**src/rtl/flash_status_pkg.sv**
```systemverilog
package flash_status_pkg;
  typedef enum logic [1:0] {OP_IDLE, OP_RUN, OP_ABORT} op_state_e;
  localparam logic [7:0] ERASED_BYTE = 8'hFF;
endpackage

```
**src/rtl/flash_op_tracker.sv**
```systemverilog
module flash_op_tracker
  import flash_status_pkg::*;
#(
  parameter int AW        = 8,
  parameter int PROG_CYC  = 50,
  parameter int ERASE_CYC = 7500
) (
  input  logic          clk,
  input  logic          rst_n,
  input  logic          cmd_valid,
  input  logic          cmd_erase,
  input  logic [AW-1:0] cmd_addr,
  input  logic [7:0]    cmd_data,
  input  logic          cmd_prot,
  input  logic          op_done,
  output logic          busy,
  output logic          op_erase,
  output logic          op_bit7,
  output logic          done_evt,
  output logic [AW-1:0] arr_addr,
  output logic [7:0]    arr_data
);
  localparam int MAXC = (PROG_CYC > ERASE_CYC) ? PROG_CYC : ERASE_CYC;
  localparam int CW   = $clog2(MAXC + 1);

  op_state_e     st_q, st_d;
  logic          erase_q, erase_d;
  logic [AW-1:0] addr_q, addr_d, arr_addr_q, arr_addr_d;
  logic [7:0]    data_q, data_d, arr_data_q, arr_data_d;
  logic [CW-1:0] cnt_q, cnt_d;
  logic          accept, finish_run, finish_abort;

  assign accept       = (st_q == OP_IDLE) && cmd_valid;
  assign finish_run   = (st_q == OP_RUN) && op_done;
  assign finish_abort = (st_q == OP_ABORT) && (cnt_q == '0);

  always_comb begin
    st_d       = st_q;
    erase_d    = erase_q;
    addr_d     = addr_q;
    data_d     = data_q;
    cnt_d      = cnt_q;
    arr_addr_d = arr_addr_q;
    arr_data_d = arr_data_q;
    done_evt   = 1'b0;
    case (st_q)
      OP_IDLE: if (accept) begin
        erase_d = cmd_erase;
        addr_d  = cmd_addr;
        data_d  = cmd_data;
        if (cmd_prot) begin
          st_d  = OP_ABORT;
          cnt_d = cmd_erase ? CW'(ERASE_CYC - 1) : CW'(PROG_CYC - 1);
        end else begin
          st_d = OP_RUN;
        end
      end
      OP_RUN: if (finish_run) begin
        st_d     = OP_IDLE;
        done_evt = 1'b1;
        if (erase_q) begin
          arr_data_d = ERASED_BYTE;
        end else begin
          arr_addr_d = addr_q;
          arr_data_d = data_q;
        end
      end
      OP_ABORT: begin
        if (finish_abort) begin
          st_d     = OP_IDLE;
          done_evt = 1'b1;
        end else begin
          cnt_d = cnt_q - CW'(1);
        end
      end
      default: st_d = OP_IDLE;
    endcase
  end

  always_ff @(posedge clk or negedge rst_n) begin
    if (!rst_n) begin
      st_q       <= OP_IDLE;
      erase_q    <= 1'b0;
      addr_q     <= '0;
      data_q     <= '0;
      cnt_q      <= '0;
      arr_addr_q <= '0;
      arr_data_q <= ERASED_BYTE;
    end else begin
      st_q  <= st_d;
      cnt_q <= cnt_d;
      if (accept) begin
        erase_q <= erase_d;
        addr_q  <= addr_d;
        data_q  <= data_d;
      end
      if (finish_run) begin
        arr_addr_q <= arr_addr_d;
        arr_data_q <= arr_data_d;
      end
    end
  end

  assign busy     = (st_q != OP_IDLE);
  assign op_erase = erase_q;
  assign op_bit7  = data_q[7];
  assign arr_addr = arr_addr_q;
  assign arr_data = arr_data_q;

  a_r9_cmd_ignored: assert property (@(posedge clk) disable iff (!rst_n)
    (st_q != OP_IDLE && cmd_valid) |=>
      (addr_q == $past(addr_q) && data_q == $past(data_q) && erase_q == $past(erase_q)));

  a_r7_abort_keeps_array: assert property (@(posedge clk) disable iff (!rst_n)
    (st_q == OP_ABORT) |=> (arr_data_q == $past(arr_data_q) && arr_addr_q == $past(arr_addr_q)));

  a_r10_idle_done_no_write: assert property (@(posedge clk) disable iff (!rst_n)
    (st_q == OP_IDLE && op_done) |=> $stable(arr_data_q));
endmodule

```
**src/rtl/flash_read_mux.sv**
```systemverilog
module flash_read_mux
  import flash_status_pkg::*;
#(
  parameter int AW = 8
) (
  input  logic          clk,
  input  logic          rst_n,
  input  logic          busy,
  input  logic          op_erase,
  input  logic          op_bit7,
  input  logic          done_evt,
  input  logic [AW-1:0] arr_addr,
  input  logic [7:0]    arr_data,
  input  logic          rd_en,
  input  logic [AW-1:0] rd_addr,
  output logic [7:0]    rd_data
);
  logic [7:0] rd_q, rd_d, arr_byte;
  logic       tog_q, tog_d, settle_q, settle_d, poll_bit;

  assign arr_byte = (rd_addr == arr_addr) ? arr_data : ERASED_BYTE;
  assign poll_bit = op_erase ? 1'b0 : ~op_bit7;

  always_comb begin
    rd_d     = rd_q;
    tog_d    = tog_q;
    settle_d = settle_q;
    if (rd_en) begin
      if (busy) begin
        tog_d    = ~tog_q;
        rd_d     = {poll_bit, ~tog_q, 6'b0};
        settle_d = 1'b0;
      end else if (settle_q) begin
        rd_d     = {arr_byte[7], tog_q, 6'b0};
        settle_d = 1'b0;
      end else begin
        rd_d = arr_byte;
      end
    end
    if (done_evt) settle_d = 1'b1;
  end

  always_ff @(posedge clk or negedge rst_n) begin
    if (!rst_n) begin
      rd_q     <= '0;
      tog_q    <= 1'b0;
      settle_q <= 1'b0;
    end else begin
      settle_q <= settle_d;
      if (rd_en) begin
        rd_q  <= rd_d;
        tog_q <= tog_d;
      end
    end
  end

  assign rd_data = rd_q;

  a_r4_erase_bit7_low: assert property (@(posedge clk) disable iff (!rst_n)
    (busy && op_erase && rd_en) |=> !rd_data[7]);

  a_r3_toggle: assert property (@(posedge clk) disable iff (!rst_n)
    (busy && rd_en && $past(busy && rd_en)) |=> (rd_data[6] != $past(rd_data[6])));

  a_r11_hold: assert property (@(posedge clk) disable iff (!rst_n)
    !rd_en |=> $stable(rd_data));
endmodule

```
**src/rtl/flash_status_gen.sv**
```systemverilog
module flash_status_gen #(
  parameter int AW             = 8,
  parameter int CLK_HZ         = 50_000_000,
  parameter int PROG_ABORT_US  = 1,
  parameter int ERASE_ABORT_US = 150
) (
  input  logic          clk,
  input  logic          rst_n,
  input  logic          cmd_valid,
  input  logic          cmd_erase,
  input  logic [AW-1:0] cmd_addr,
  input  logic [7:0]    cmd_data,
  input  logic          cmd_prot,
  input  logic          op_done,
  input  logic          rd_en,
  input  logic [AW-1:0] rd_addr,
  output logic [7:0]    rd_data
);
  localparam int CYC_PER_US = (CLK_HZ / 1_000_000 > 0) ? CLK_HZ / 1_000_000 : 1;
  localparam int PROG_CYC   = (PROG_ABORT_US * CYC_PER_US > 1) ? PROG_ABORT_US * CYC_PER_US : 2;
  localparam int ERASE_CYC  = (ERASE_ABORT_US * CYC_PER_US > 1) ? ERASE_ABORT_US * CYC_PER_US : 2;

  logic          sync1_q, rst_sync_n;
  logic          busy, op_erase, op_bit7, done_evt;
  logic [AW-1:0] arr_addr;
  logic [7:0]    arr_data;

  always_ff @(posedge clk or negedge rst_n) begin
    if (!rst_n) begin
      sync1_q    <= 1'b0;
      rst_sync_n <= 1'b0;
    end else begin
      sync1_q    <= 1'b1;
      rst_sync_n <= sync1_q;
    end
  end

  flash_op_tracker #(.AW(AW), .PROG_CYC(PROG_CYC), .ERASE_CYC(ERASE_CYC)) u_trk (
    .clk(clk), .rst_n(rst_sync_n),
    .cmd_valid(cmd_valid), .cmd_erase(cmd_erase), .cmd_addr(cmd_addr),
    .cmd_data(cmd_data), .cmd_prot(cmd_prot), .op_done(op_done),
    .busy(busy), .op_erase(op_erase), .op_bit7(op_bit7), .done_evt(done_evt),
    .arr_addr(arr_addr), .arr_data(arr_data)
  );

  flash_read_mux #(.AW(AW)) u_rd (
    .clk(clk), .rst_n(rst_sync_n),
    .busy(busy), .op_erase(op_erase), .op_bit7(op_bit7), .done_evt(done_evt),
    .arr_addr(arr_addr), .arr_data(arr_data),
    .rd_en(rd_en), .rd_addr(rd_addr), .rd_data(rd_data)
  );
endmodule

```
**config.mk**
```make
export PLATFORM = sky130hd
export DESIGN_NAME = flash_status_gen
export DESIGN_NICKNAME = d
export VERILOG_FILES = /design/src/rtl/flash_status_pkg.sv /design/src/rtl/flash_op_tracker.sv /design/src/rtl/flash_read_mux.sv /design/src/rtl/flash_status_gen.sv
export SDC_FILE = /design/constraint.sdc
export NUM_CORES = 1
export LEC_CHECK = 0
export ABC_AREA = 1
export BUFFER_PORTS_ARGS = -buffer_cell sky130_fd_sc_hd__buf_2
export CAP_MARGIN = 0
export CORE_ASPECT_RATIO = 0.75
export CORE_MARGIN = 3
export CORE_UTILIZATION = 54
export CTS_BUF_LIST = sky130_fd_sc_hd__clkbuf_8
export DETAILED_ROUTE_END_ITERATION = 6
export PLACE_DENSITY = 0.82
export SETUP_SLACK_MARGIN = 0.4
export SYNTH_ARGS = -nofsm -noshare
export SYNTH_HDL_FRONTEND = slang
export SYNTH_HIERARCHICAL = 1
export SYNTH_SLANG_ARGS = --single-unit
```
**constraint.sdc**
```tcl
create_clock -name clk -period 2.5 [get_ports clk]
set_clock_uncertainty 0.1 [all_clocks]
set_input_delay 0.375 -clock clk [delete_from_list [all_inputs] [get_ports clk]]
set_output_delay 0.375 -clock clk [all_outputs]
set_load 0.03 [all_outputs]
```
# Yosys cells after proc, flatten, opt, wreduce, memory -nomap -nowiden
# Index checks and enable logic that the tools add are counted.
[word_totals]
reg_bits = 60
latchBits = 0
ramBits = 0
romBits = 0
inputBits = 31
output_inout_bits = 8
elab_cells = 58
mem_count = 0
[op_classes]
addsub = 1
n_mul = 0
n_div = 0
n_lt_le_gt_ge = 0
n_eq_ne = 8
n_shift = 0
n_mux = 20
bitwise_logic = 3
reduce_logical = 14
[ops]
columns = ["operator", "count"]
rows = [
  ["13-bit two-way mux", 4],
  ["13-bit case mux with 2 select lines", 1],
  ["8-bit two-way mux", 3],
  ["13-bit zero test", 1],
  ["13-bit by 1-bit subtractor with 13-bit output (second input constant)", 1],
  ["8-bit == test", 1],
  ["2-bit two-way mux", 4],
  ["7-bit two-way mux", 1],
  ["2-bit by 1-bit != test with 1-bit output (second input constant)", 3],
  ["2-bit case mux with 3 select lines", 1],
  ["2-bit AND reduction", 3],
  ["3-bit AND reduction", 2],
  ["2-bit nonzero test", 3],
  ["1-bit two-way mux", 5],
  ["2-bit != test (second input constant)", 2],
  ["4-bit AND reduction", 1],
  ["1-bit logical AND", 3],
  ["1-bit inverter", 3],
  ["2-bit by 1-bit == test with 1-bit output (second input constant)", 1],
  ["2-bit == test (second input constant)", 1],
  ["2-bit zero test", 1],
  ["1-bit case mux with 2 select lines", 1],
]

# Logic depth before layout (Yosys ltp)
[logic_depth]
ltp_word = 5
depth_mapped = 9
depth_no_buf = 9

# By module
# The synthesis kept the hierarchy.
[modules_own_cells]
columns = ["module", "n_inst", "cells_per_inst", "area_each_um2", "seq_area_each_um2"]
rows = [
  ["flash_op_tracker", 1, 285, 2328.5, 1211.2],
  ["flash_read_mux", 1, 87, 613.1, 250.2],
  ["flash_status_gen", 1, 3, 53.8, 50.0],
]

# Worst setup path after synthesis
# No wires, ideal clock.
[synth_timing]
kind = "register to register"
from = "register u_trk.st_q[0]"
to = "register u_trk.cnt_q[2]"
setup_time_ns = 0.118
t_arrival_ns = 1.340
t_required_ns = 2.282
path_slack_ns = 0.943
stages_incl_launch_ff = 10
n_path_buf = 1
synth_period_minus_slack_ns = 1.557
cell_sequence = "dfrtp_1 inv_1 ha_1 inv_1 nand2_1 a21oi_2 nand2_4 buf_8 nand2_1 o21ai_2"
[synth_between]
elab_chain_cells = 4
elab_cells_between_ends = 10
classes_between = "eq/ne (4); mux (1); reduce/logical (5)"
[synth_rtl]
columns = ["element", "line_no", "rtl"]
rows = [
  ["start: declaration", "flash_op_tracker.sv:26", "op_state_e st_q, st_d;"],
  ["start signal: assignment", "flash_op_tracker.sv:90", "st_q <= st_d;"],
  ["2-bit == test or 2-bit zero test (tied branches)", "flash_op_tracker.sv:35, flash_op_tracker.sv:46, flash_op_tracker.sv:33", ""],
  ["1-bit logical AND, on equally long branches", "flash_op_tracker.sv:35, flash_op_tracker.sv:33", ""],
  ["2-bit != test (no line) or 2-bit by 1-bit != test with 1-bit output (tied branches)", "-", ""],
  ["4-bit AND reduction (no line)", "-", ""],
  ["end signal: assignment", "flash_op_tracker.sv:91", "cnt_q <= cnt_d;"],
  ["end: declaration", "flash_op_tracker.sv:30", "logic [CW-1:0] cnt_q, cnt_d;"],
]
# Parallel ways exist; a longest one is shown, timed or not.
# A chain may end at the register's enable or synchronous reset.

# Worst setup path after layout
[layout_timing]
from = "register u_trk.st_q[0]"
to = "register u_trk.cnt_q[12]"
# Same word-level chain as after synthesis.

==> impl_metrics.tcl <==
set metrics [dict create \
    outcome "finished clean" \
    cts_tree "yes" \
    synth_nets 411 \
    fin_crit_sh_pct 75.9 \
    cts_inserted_buffers 9 \
    synth_common_cells "97 x nand2_1, 52 x dfrtp_1, 52 x inv_1, 40 x nor2_1, 37 x a21oi_1" \
    grt_antenna_before_repair 0 \
    ant_nets 0 \
    vias_per_cell 4.98 \
    drc 0 \
    arrival_ns 2.07 \
    syn_area_per_cell_um2 7.99 \
    track_usage_pct 21.6 \
    vias 2476 \
    critPathRequiredTime_ns 2.67 \
    die_x_um 92 \
    final_util_pct 68.0 \
    combPwrFrac_pct 38.2 \
    postCtsResizedCells 0 \
    syn_area_mm2 0.00300 \
    tns_ns 0 \
    syn_to_final_growth_pct 16.2 \
    clockPowerShare_pct 21.8 \
    leakage_uw 0.00181 \
    postLayoutCellArea_mm2 0.00348 \
    cts_root_buffer "clkbuf_8" \
    min_path_type "reg -> async" \
    worstSkewPairLatency_ns 0.34 \
    grt-ovfl-total 0 \
    drive_above_1_share_pct 19.5 \
    cp-end-kind "register" \
    core_mm2 0.00512 \
    place.gp.congestion 0.859 \
    wl_per_cell_um 12.7 \
    cellInternalPower_uw 2580 \
    grt_pass1_wl_um 10900 \
    rsz0062_at_grt "false" \
    synth_top_cell_area_share_pct 43.4 \
    synthCells 375 \
    worst_slew_pin_slew_ns 0.560 \
    grt_pass1_vias 2415 \
    synth_edf_count 0 \
    num-fill-cells 449 \
    crit_fanout 14 \
    synth-main-ff-cell "dfrtp_1" \
    synth_cell_type_count 31 \
    worstSetupStartpointType "register" \
    synthTopCellsByArea "dfrtp_1 43%, nand2_1 12%, dfstp_2 7.0%" \
    dr.pass1.iters 4 \
    p_sw_share_pct 40.0 \
    drt_wl_total_um 6300 \
    postPlaceCellArea_mm2 0.00326 \
    irDropWorstVdd_mv 0.649 \
    antennaDiodeCount 0 \
    synth_warnings 6 \
    synth-seq-cells 60 \
    seqPwrFrac_pct 40.1 \
    p_total_uw 4310 \
    setup_viol 0 \
    initial_core_util_pct 58.5 \
    cap_violations 0 \
    fin_crit_ns 1.90 \
    path_clk_slew_ns 0.06 \
    clock_sinks 60 \
    final-seq-area_mm2 0.00151 \
    die_h_um 70.5 \
    htree_num_levels 3 \
    place_hpwl_um 4670 \
    drt-initial-drc-count 161 \
    path_class "reg -> reg" \
    multi_input_area_mm2 0.00123 \
    maxSlewViolCount 0 \
    dieArea_mm2 0.00649 \
    io_pins 39 \
    synthArstFlopShare_pct 100 \
    timing.fmax_mhz 527 \
    synth.most_common_cell "nand2_1" \
    grt_max_degree 35 \
    hold_viol_final 0 \
    cts_buffer_depth 2 \
    portBuffers 38 \
    power_density_mw_per_mm2 1240 \
    switchingPower_uw 1730 \
    row_count 22 \
    slew-limit-headroom_pct 62.6 \
    layout.nets 457 \
    yosys.area.top_type "dfrtp_1" \
    ys_seq_area_share_pct 50.5 \
]
==> routing by layer <==
metal / share of wire (%) / vias up / global-route usage [%]
li1: - / 1260 / -
met1: 48 / 1142 / 29.6
met2: 44 / 66 / 33.3
met3: 6.6 / 8 / 7.32
met4: 1.4 / 0 / 5.77
met5: 0 / - / 0
==> sequential cells by signal, summed over array words and instances, names as in the netlist <==
name            flops
u_rd/settle_q       1
u_trk/cnt_q        13
u_trk/arr_addr      8
u_trk/arr_data      8
u_trk/op_erase      1
u_trk/data_q        8
u_trk/addr_q        8
u_rd/rd_data        8
rst_sync_n          1
sync1_q             1
u_trk/st_q          2
u_rd/tog_q          1
==> critical path, cell delays in order, from the launching register on <==
cell and delay [ns]:
dfrtp_1 0.37, inv_1 0.07, ha_1 0.23, inv_1 0.17
nand2_1 0.10, a21oi_2 0.24, nand2_4 0.17, nor2_1 0.21
nand2_1 0.09, nand2_1 0.08
==> stage by stage <==
| stage | hold WS, ns | cells | setup WS [ns] |
|---|---|---|---|
| 6_report | 0.163 | 497 | 0.603 |
| 3_5_place_dp | 0.0641 | 481 | 0.630 |
| 3_3_place_gp | 0.0623 | 481 | 0.793 |
| 5_1_grt | 0.191 | 497 | 0.413 |
| 2_1_floorplan | -0.0206 | 375 | 0.620 |
| 4_1_cts | 0.171 | 497 | 0.605 |
==> power groups by stage <==
stage	Combinational (µW)	Sequential (µW)	Clock (µW)
floorplan	1160	1810	0
global placement	1570	1720	0
detailed placement	1640	1740	0
CTS	1650	1730	958
global route	1900	1790	998
finish	1650	1730	938
==> final timing paths <==
check	start	end	slack, ns	cells past startpoint
worst min-delay path	rst_sync_n$_DFF_PN0_	u_trk/st_q[1]$_DFFE_PN0P_	0.16	0
min in group clk	cmd_addr[3]	u_trk/addr_q[3]$_DFFE_PN0P_	0.18	3
max in group asynchronous	rst_sync_n$_DFF_PN0_	u_trk/arr_data[0]$_DFFE_PN1P_	1.43	1
worst max register to register	u_trk/st_q[0]$_DFFE_PN0P_	u_trk/cnt_q[12]$_DFFE_PN0P_	0.60	9
worst min register to register	rst_sync_n$_DFF_PN0_	u_trk/st_q[1]$_DFFE_PN0P_	0.16	0
worst max-delay path	u_trk/st_q[0]$_DFFE_PN0P_	u_trk/cnt_q[12]$_DFFE_PN0P_	0.60	9
==> placed cells by master (no fill, tap or decap), drive strengths merged <==
master,instances
nand3b,1
xnor2,6
nand3,21
buf,42
o21ai,22
clkinv,2
nor3,2
nand2,100
clkbuf,10
and2,1
a21o,1
conb,1
nor2,49
o22ai,1
dlygate4sd3,1
dfrtp,52
inv,56
a21boi,1
a21oi,38
xor2,3
dfstp,8
bufinv,2
ha,5
==> timing repair <==
item	in CTS	in global routing
endpoints found under the hold margin	2	0
setup endpoints to repair	0	0
hold buffers	1	0
setup buffers	0	0
==> cell type report <==
class	instances	area share [%]
clock buffers	10	3.95
clock inverters	5	2.23
inverters	55	5.93
multi-input cells	252	35.2
flip-flops and latches	60	43.4
well taps	72	2.59
repair buffers	43	6.61
==> cells by family after synthesis <==
| group | share of synthesized area (%) |
|---|---|
| buffers and inverters | 8.56 |
| XOR/XNOR | 2.63 |
| adder cells (fa/ha/maj) | 2.09 |
| AO/OA/AOI/OAI | 11.0 |
| flip-flops | 50.5 |
| other | 0.125 |
| AND/OR/NAND/NOR | 25.1 |
No activity file was read; power rests on OpenSTA's default activity.
